### src/rtl/isq_pkg.sv
package isq_pkg;

    localparam int DW = 8;

    typedef enum logic [2:0] {
        S_FETCH,
        S_OPLO,
        S_OPHI,
        S_PTRLO,
        S_PTRHI,
        S_DUMMY,
        S_WRITE
    } state_t;

    typedef enum logic [1:0] {
        M_ABS_X,
        M_ABS_Y,
        M_IND_Y
    } mode_t;

    localparam logic [DW-1:0] OP_ABS_X = 8'h9D;
    localparam logic [DW-1:0] OP_ABS_Y = 8'h99;
    localparam logic [DW-1:0] OP_IND_Y = 8'h91;

    function automatic logic op_known(input logic [DW-1:0] op);
        return (op == OP_ABS_X) || (op == OP_ABS_Y) || (op == OP_IND_Y);
    endfunction

    function automatic mode_t op_mode(input logic [DW-1:0] op);
        mode_t m;
        case (op)
            OP_ABS_X: m = M_ABS_X;
            OP_ABS_Y: m = M_ABS_Y;
            default:  m = M_IND_Y;
        endcase
        return m;
    endfunction

endpackage

### src/rtl/isq_ctrl.sv
module isq_ctrl
    import isq_pkg::*;
#(
    parameter int ADDR_W = 13,
    parameter logic [ADDR_W-1:0] RESET_PC = '0
) (
    input  logic              clk,
    input  logic              rst,
    input  logic              start,
    input  logic [DW-1:0]     opcode,
    output state_t            state,
    output mode_t             mode,
    output logic [ADDR_W-1:0] pc,
    output logic              rw,
    output logic              done
);

    state_t state_q, state_d;
    mode_t  mode_q;
    logic [ADDR_W-1:0] pc_q;
    logic accept;

    assign accept = (state_q == S_FETCH) && start && op_known(opcode);

    // state register
    always_ff @(posedge clk) begin
        if (rst) state_q <= S_FETCH;
        else     state_q <= state_d;
    end

    // mode and program counter
    always_ff @(posedge clk) begin
        if (rst) begin
            mode_q <= M_ABS_X;
            pc_q   <= RESET_PC;
        end else begin
            if (accept) mode_q <= op_mode(opcode);
            if (accept || state_q == S_OPLO || state_q == S_OPHI)
                pc_q <= pc_q + 1'b1;
        end
    end

    // next state
    always_comb begin
        state_d = state_q;
        unique case (state_q)
            S_FETCH: state_d = accept ? S_OPLO : S_FETCH;
            S_OPLO:  state_d = (mode_q == M_IND_Y) ? S_PTRLO : S_OPHI;
            S_OPHI:  state_d = S_DUMMY;
            S_PTRLO: state_d = S_PTRHI;
            S_PTRHI: state_d = S_DUMMY;
            S_DUMMY: state_d = S_WRITE;
            S_WRITE: state_d = S_FETCH;
            default: state_d = S_FETCH;
        endcase
    end

    // outputs
    always_comb begin
        rw   = 1'b0;
        done = 1'b0;
        unique case (state_q)
            S_WRITE: begin
                rw   = 1'b1;
                done = 1'b1;
            end
            default: begin
                rw   = 1'b0;
                done = 1'b0;
            end
        endcase
    end

    assign state = state_q;
    assign mode  = mode_q;
    assign pc    = pc_q;

    p_pc_step_r2: assert property (@(posedge clk) disable iff (rst)
        (state_q == S_OPLO) |=> (pc_q == $past(pc_q) + 1'b1));

    p_dummy_write_r6: assert property (@(posedge clk) disable iff (rst)
        (state_q == S_DUMMY) |=> (state_q == S_WRITE));

    p_ignore_r1: assert property (@(posedge clk) disable iff (rst)
        (state_q == S_FETCH && !start) |=> (state_q == S_FETCH && pc_q == $past(pc_q)));

endmodule

### src/rtl/isq_addr.sv
module isq_addr
    import isq_pkg::*;
#(
    parameter int ADDR_W = 13
) (
    input  logic              clk,
    input  logic              rst,
    input  state_t            state,
    input  mode_t             mode,
    input  logic [ADDR_W-1:0] pc,
    input  logic [DW-1:0]     data_in,
    input  logic [DW-1:0]     x_val,
    input  logic [DW-1:0]     y_val,
    output logic [ADDR_W-1:0] addr
);

    localparam int HI_W = ADDR_W - DW;

    logic [DW-1:0]   ptr_q, blo_q, sum_q, idx, ptr_nx;
    logic [HI_W-1:0] bhi_q;
    logic            carry_q;
    logic [DW:0]     raw;

    assign idx    = (mode == M_ABS_X) ? x_val : y_val;
    assign raw    = {1'b0, blo_q} + {1'b0, idx};
    assign ptr_nx = ptr_q + 8'd1;

    always_ff @(posedge clk) begin
        if (rst) begin
            ptr_q   <= '0;
            blo_q   <= '0;
            bhi_q   <= '0;
            sum_q   <= '0;
            carry_q <= 1'b0;
        end else begin
            unique case (state)
                S_OPLO: begin
                    if (mode == M_IND_Y) ptr_q <= data_in;
                    else                 blo_q <= data_in;
                end
                S_OPHI:  bhi_q <= data_in[HI_W-1:0];
                S_PTRLO: blo_q <= data_in;
                S_PTRHI: bhi_q <= data_in[HI_W-1:0];
                S_DUMMY: begin
                    sum_q   <= raw[DW-1:0];
                    carry_q <= raw[DW];
                end
                default: ;
            endcase
        end
    end

    always_comb begin
        unique case (state)
            S_PTRLO: addr = {{HI_W{1'b0}}, ptr_q};
            S_PTRHI: addr = {{HI_W{1'b0}}, ptr_nx};
            S_DUMMY: addr = {bhi_q, raw[DW-1:0]};
            S_WRITE: addr = {bhi_q + HI_W'(carry_q), sum_q};
            default: addr = pc;
        endcase
    end

    p_low_hold_r5: assert property (@(posedge clk) disable iff (rst)
        (state == S_WRITE) |-> (addr[DW-1:0] == $past(addr[DW-1:0])));

    p_high_step_r5: assert property (@(posedge clk) disable iff (rst)
        (state == S_WRITE) |->
            ((addr[ADDR_W-1:DW] == $past(addr[ADDR_W-1:DW])) ||
             (addr[ADDR_W-1:DW] == $past(addr[ADDR_W-1:DW]) + 1'b1)));

    p_ptr_adjacent_r7: assert property (@(posedge clk) disable iff (rst)
        (state == S_PTRHI) |->
            ((addr[DW-1:0] == $past(addr[DW-1:0]) + 8'd1) && (addr[ADDR_W-1:DW] == '0)));

endmodule

### src/rtl/idx_store_seq.sv
module idx_store_seq
    import isq_pkg::*;
#(
    parameter int ADDR_W = 13,
    parameter logic [ADDR_W-1:0] RESET_PC = '0
) (
    input  logic              clk,
    input  logic              rst,
    input  logic              start,
    input  logic [7:0]        opcode,
    input  logic [7:0]        data_in,
    input  logic [7:0]        x_val,
    input  logic [7:0]        y_val,
    input  logic [7:0]        acc,
    output logic [ADDR_W-1:0] addr,
    output logic              rw,
    output logic [7:0]        data_out,
    output logic              done
);

    state_t state;
    mode_t  mode;
    logic [ADDR_W-1:0] pc;

    isq_ctrl #(.ADDR_W(ADDR_W), .RESET_PC(RESET_PC)) u_ctrl (
        .clk    (clk),
        .rst    (rst),
        .start  (start),
        .opcode (opcode),
        .state  (state),
        .mode   (mode),
        .pc     (pc),
        .rw     (rw),
        .done   (done)
    );

    isq_addr #(.ADDR_W(ADDR_W)) u_addr (
        .clk     (clk),
        .rst     (rst),
        .state   (state),
        .mode    (mode),
        .pc      (pc),
        .data_in (data_in),
        .x_val   (x_val),
        .y_val   (y_val),
        .addr    (addr)
    );

    assign data_out = rw ? acc : '0;

    p_done_pulse_r8: assert property (@(posedge clk) disable iff (rst)
        done |=> !done);

    p_read_first_r4: assert property (@(posedge clk) disable iff (rst)
        rw |-> !$past(rw));

endmodule

### config.mk
export PLATFORM = sky130hd
export DESIGN_NAME = idx_store_seq
export DESIGN_NICKNAME = d
export VERILOG_FILES = /design/src/rtl/isq_pkg.sv /design/src/rtl/isq_ctrl.sv /design/src/rtl/isq_addr.sv /design/src/rtl/idx_store_seq.sv
export SDC_FILE = /design/constraint.sdc
export NUM_CORES = 1
export LEC_CHECK = 0
export ABC_AREA = 1
export BUFFER_PORTS_ARGS = -buffer_cell sky130_fd_sc_hd__clkbuf_2
export CORE_AREA = 4 4 109 111
export CTS_CLUSTER_SIZE = 8
export DETAILED_ROUTE_END_ITERATION = 8
export DIE_AREA = 0 0 113 115
export SETUP_SLACK_MARGIN = 0.02
export SLEW_MARGIN = 20
export SYNTH_ARGS = -nofsm -noshare
export SYNTH_HDL_FRONTEND = slang
export SYNTH_SLANG_ARGS = --single-unit
### constraint.sdc
create_clock -name clk -period 3.72 [get_ports clk]
set_clock_uncertainty 0.15 [all_clocks]
set_input_delay 1.116 -clock clk [delete_from_list [all_inputs] [get_ports clk]]
set_output_delay 1.116 -clock clk [all_outputs]
set_load 0.05 [all_outputs]
==> key figures <==
Logic synthesis
  – Leading area contributor after synthesis: dfxtp_1
  – Sequential element share of the synthesized area: 0.3006
  – Number of synthesis warnings: 0
  – Top post-synthesis cells by area: dfxtp_1 (30%), nand2_1 (12%), nor2_1 (8.5%)
  – Synthesized flop and latch total: 48
  – Syn Inst Count: just under 500
  – Mean Syn Cell Area: 6.591 um2
  – Yosys cell types: 39
  – Mapped Area: roughly 0.0032 mm2
  – Yosys top cell area share: 0.3006
  – Syn Nets: roughly 540

Timing
  – Slew HR: 0.5803
  – Period utilization: 1.063
  – RSZ-0062 raised after global routing: yes
  – Fmax: about 250 MHz
  – Minimum clock period: between 3 and 4 ns
  – Pins over their slew limit: 0
  – Final TNS setup: -1.339 ns
  – Final-report hold violation count: 0
  – Tightest hold margin: about 0.32 ns
  – Final setup fails: 8
  – Worst Tran Pin Value: around 0.63 ns
  – Final WS setup: -0.2332 ns

Status
  – Failing checks: setup timing
  – Status: complete, but fails checks

Final layout
  – Commonest cells after routing, fill and taps aside: nand2_1 (96), nor2_1 (71), clkbuf_2 (55)
  – Final Instance Area: between 0.004 and 0.005 mm2
  – Antenna diodes: 0
  – Number of nets in the layout: 626
  – Layout cells sized above 1: 0.3135
  – Area delta synth->final: 33.58%
  – Most common cell after layout, fill and taps aside: nand2_1

CTS
  – CTS tree: built
  – CTS root buf: clkbuf_8
  – Clk_lat worst skew: approximately 0.3 ns
  – Max clock buf depth: 2
  – CTS sink count: 48
  – CTS HTree Levels: 2
  – CTS Buf Count: 5
  – Clk pin slew, worst setup/hold paths: ~0.090 ns

Worst setup path
  – Worst Path Max Fanout: 3
  – Arr. time, crit path: 2.69 ns
  – CP max-delay cell: mux2_4
  – Worst setup EP type: primary output
  – Critical path's top delay family: buffers and inverters
  – Crit path cell chain: buf_6 > mux2_4 > ha_4 > inv_2 > fa_2 > inv_2 > buf_6 > nand2_4 > nand3b_1 > nand3_2 > nand4_1 > buf_12
  – Data required, critical path: 2.45 ns
  – Buf/Inv on CP: 5
  – Max incr delay on CP: 0.28 ns
  – Worst setup SP type: primary input
  – Critical path class: primary input to primary output

Floorplan
  – Initial Utilization: 0.2962
  – Core area: 0.01079 mm2
  – Die ar.: 0.01300 mm2
  – I/O Pins: 66
  – Row cnt: 38
  – Die Y: between 100 and 150 um
  – Width of the chip: approximately 110 um

GRT
  – Global-route wire length before repair: 15820 um
  – Initial antenna violation count: 0
  – Global route total overflow: 0
  – Tot GR Track Use: 0.1495
  – Largest net degree at the start of global routing: 25
  – Vias in the first global route: approximately 3200

Power and ir drop
  – Worst vdd ir: about 150 uV
  – PD cells: between 200 and 250 mW/mm2
  – Leakage power: about 1.8 nW

Run
  – Max cap viols: 0

Worst hold path
  – HP Class: flip-flop to flip-flop

Route
  – Post-route DRC: 0
  – DR iter-0 viols: ~190
  – DRT antenna net count: 0
  – Wire per inst: around 14 um
  – TritonRoute pass-1 iters: 5
  – WL final: roughly 9700 um
  – DR vias/cell: around 4.8
  – DR vias: ~3400

Placed design
  – DP Area: roughly 0.004 mm2
  – Detailed Place HPWL: ~7400 um
  – Gpl congestion: between 0.9 and 1
  – I/O Buffers: 65
[kinds of logic after synthesis]
kind of cell             synth area share
flip-flops                         0.3006
multiplexers                      0.02466
adder cells (fa/ha/maj)           0.05323
XOR/XNOR                          0.02192
AO/OA/AOI/OAI                      0.1585
AND/OR/NAND/NOR                    0.3440
buffers and inverters             0.09706
[per-stage QoR]
stage                 util  worst slack (ns)  power [mW]  cells
floorplan                -           -0.1003      0.5801    485
global placement    0.3646           -0.2383      0.6238    690
detailed placement  0.3646           -0.2800      0.6253    690
CTS                 0.3924           -0.1928       1.011    711
global route        0.3957           -0.2912       1.043    711
finish              0.3957           -0.2332       1.000    711
[sequential cells by signal (all words and copies together) (netlist names)]
register / flops
u_ctrl.state: 3
u_addr.blo_q: 8
u_addr.bhi_q: 5
u_ctrl.pc: 13
u_addr.sum_q: 8
u_addr.carry_q: 1
u_addr.ptr_q: 8
u_ctrl.mode: 2
[metal layers]
layer | track usage | part of all wire | vias to the layer above
met5 | 0 | 0 | -
met3 | 0.02158 | 0.047 | 10
met2 | 0.2603 | 0.49 | 89
li1 | - | - | 1748
met4 | 0.03686 | 0.013 | 0
met1 | 0.1954 | 0.45 | 1537
[worst reg2reg max path: cells and delay by family, from the launching register on]
| family | cells | cell delay [ns] |
|---|---|---|
| buffers and inverters | 17 | 1.99 |
| AND/OR/NAND/NOR | 5 | 0.35 |
| adder cells (fa/ha/maj) | 2 | 0.38 |
| flip-flops | 1 | 0.32 |
| multiplexers | 1 | 0.34 |
| AO/OA/AOI/OAI | 1 | 0.11 |
[synth_stat cells (all sizes together)]
cell type / count
a211oi: 1
a21boi: 1
a21oi: 40
a22oi: 1
a31oi: 2
a32oi: 1
buf: 9
clkbuf: 5
clkinv: 1
dfxtp: 48
fa: 1
ha: 12
inv: 60
mux2: 7
nand2: 115
nand3: 38
nand3b: 2
nand4: 13
nor2: 74
nor3: 2
o2111ai: 1
o211ai: 1
o21ai: 35
o21bai: 1
o221ai: 1
or2: 5
xnor2: 5
xor2: 3
[cell type report]
class | count | area [um2]
Clock inverter | 2 | 35.03
Tap cell | 140 | 175.2
Inverter | 61 | 229.0
Sequential cell | 48 | 960.9
Clock buffer | 6 | 72.57
Timing Repair Buffer | 92 | 655.6
Fill cell | 1101 | 6523
Multi-Input combinational cell | 362 | 2142
[path summary, 6_finish.rpt]
check | startpoint | end | slack, ns | cells past startpoint
setup reg to reg | u_ctrl.mode[0] | u_addr.sum_q[4] | 0.02 | 26
setup / recovery | y_val[0] | addr[4] | -0.23 | 12
hold reg to reg | u_ctrl.mode[1] | u_ctrl.mode[1] | 0.32 | 2
hold / removal | u_ctrl.mode[1] | u_ctrl.mode[1] | 0.32 | 2
[power breakdown]
part / internal (mW) / leakage, nW / switching (mW)
Clock: 0.200 / 0.0552 / 0.179
Combinational: 0.0486 / 1.40 / 0.0553
Sequential: 0.515 / 0.387 / 0.00232
[repair_timing]
item | in CTS | in global routing
hold endpoints to repair | 0 | 0
gates resized for setup | 19 | 11
buffers inserted | 13 | 1
pin swaps | 11 | 11
hold buffers | 0 | 0
setup endpoints to repair | 8 | 9
(Power assumes the default switching activity.)
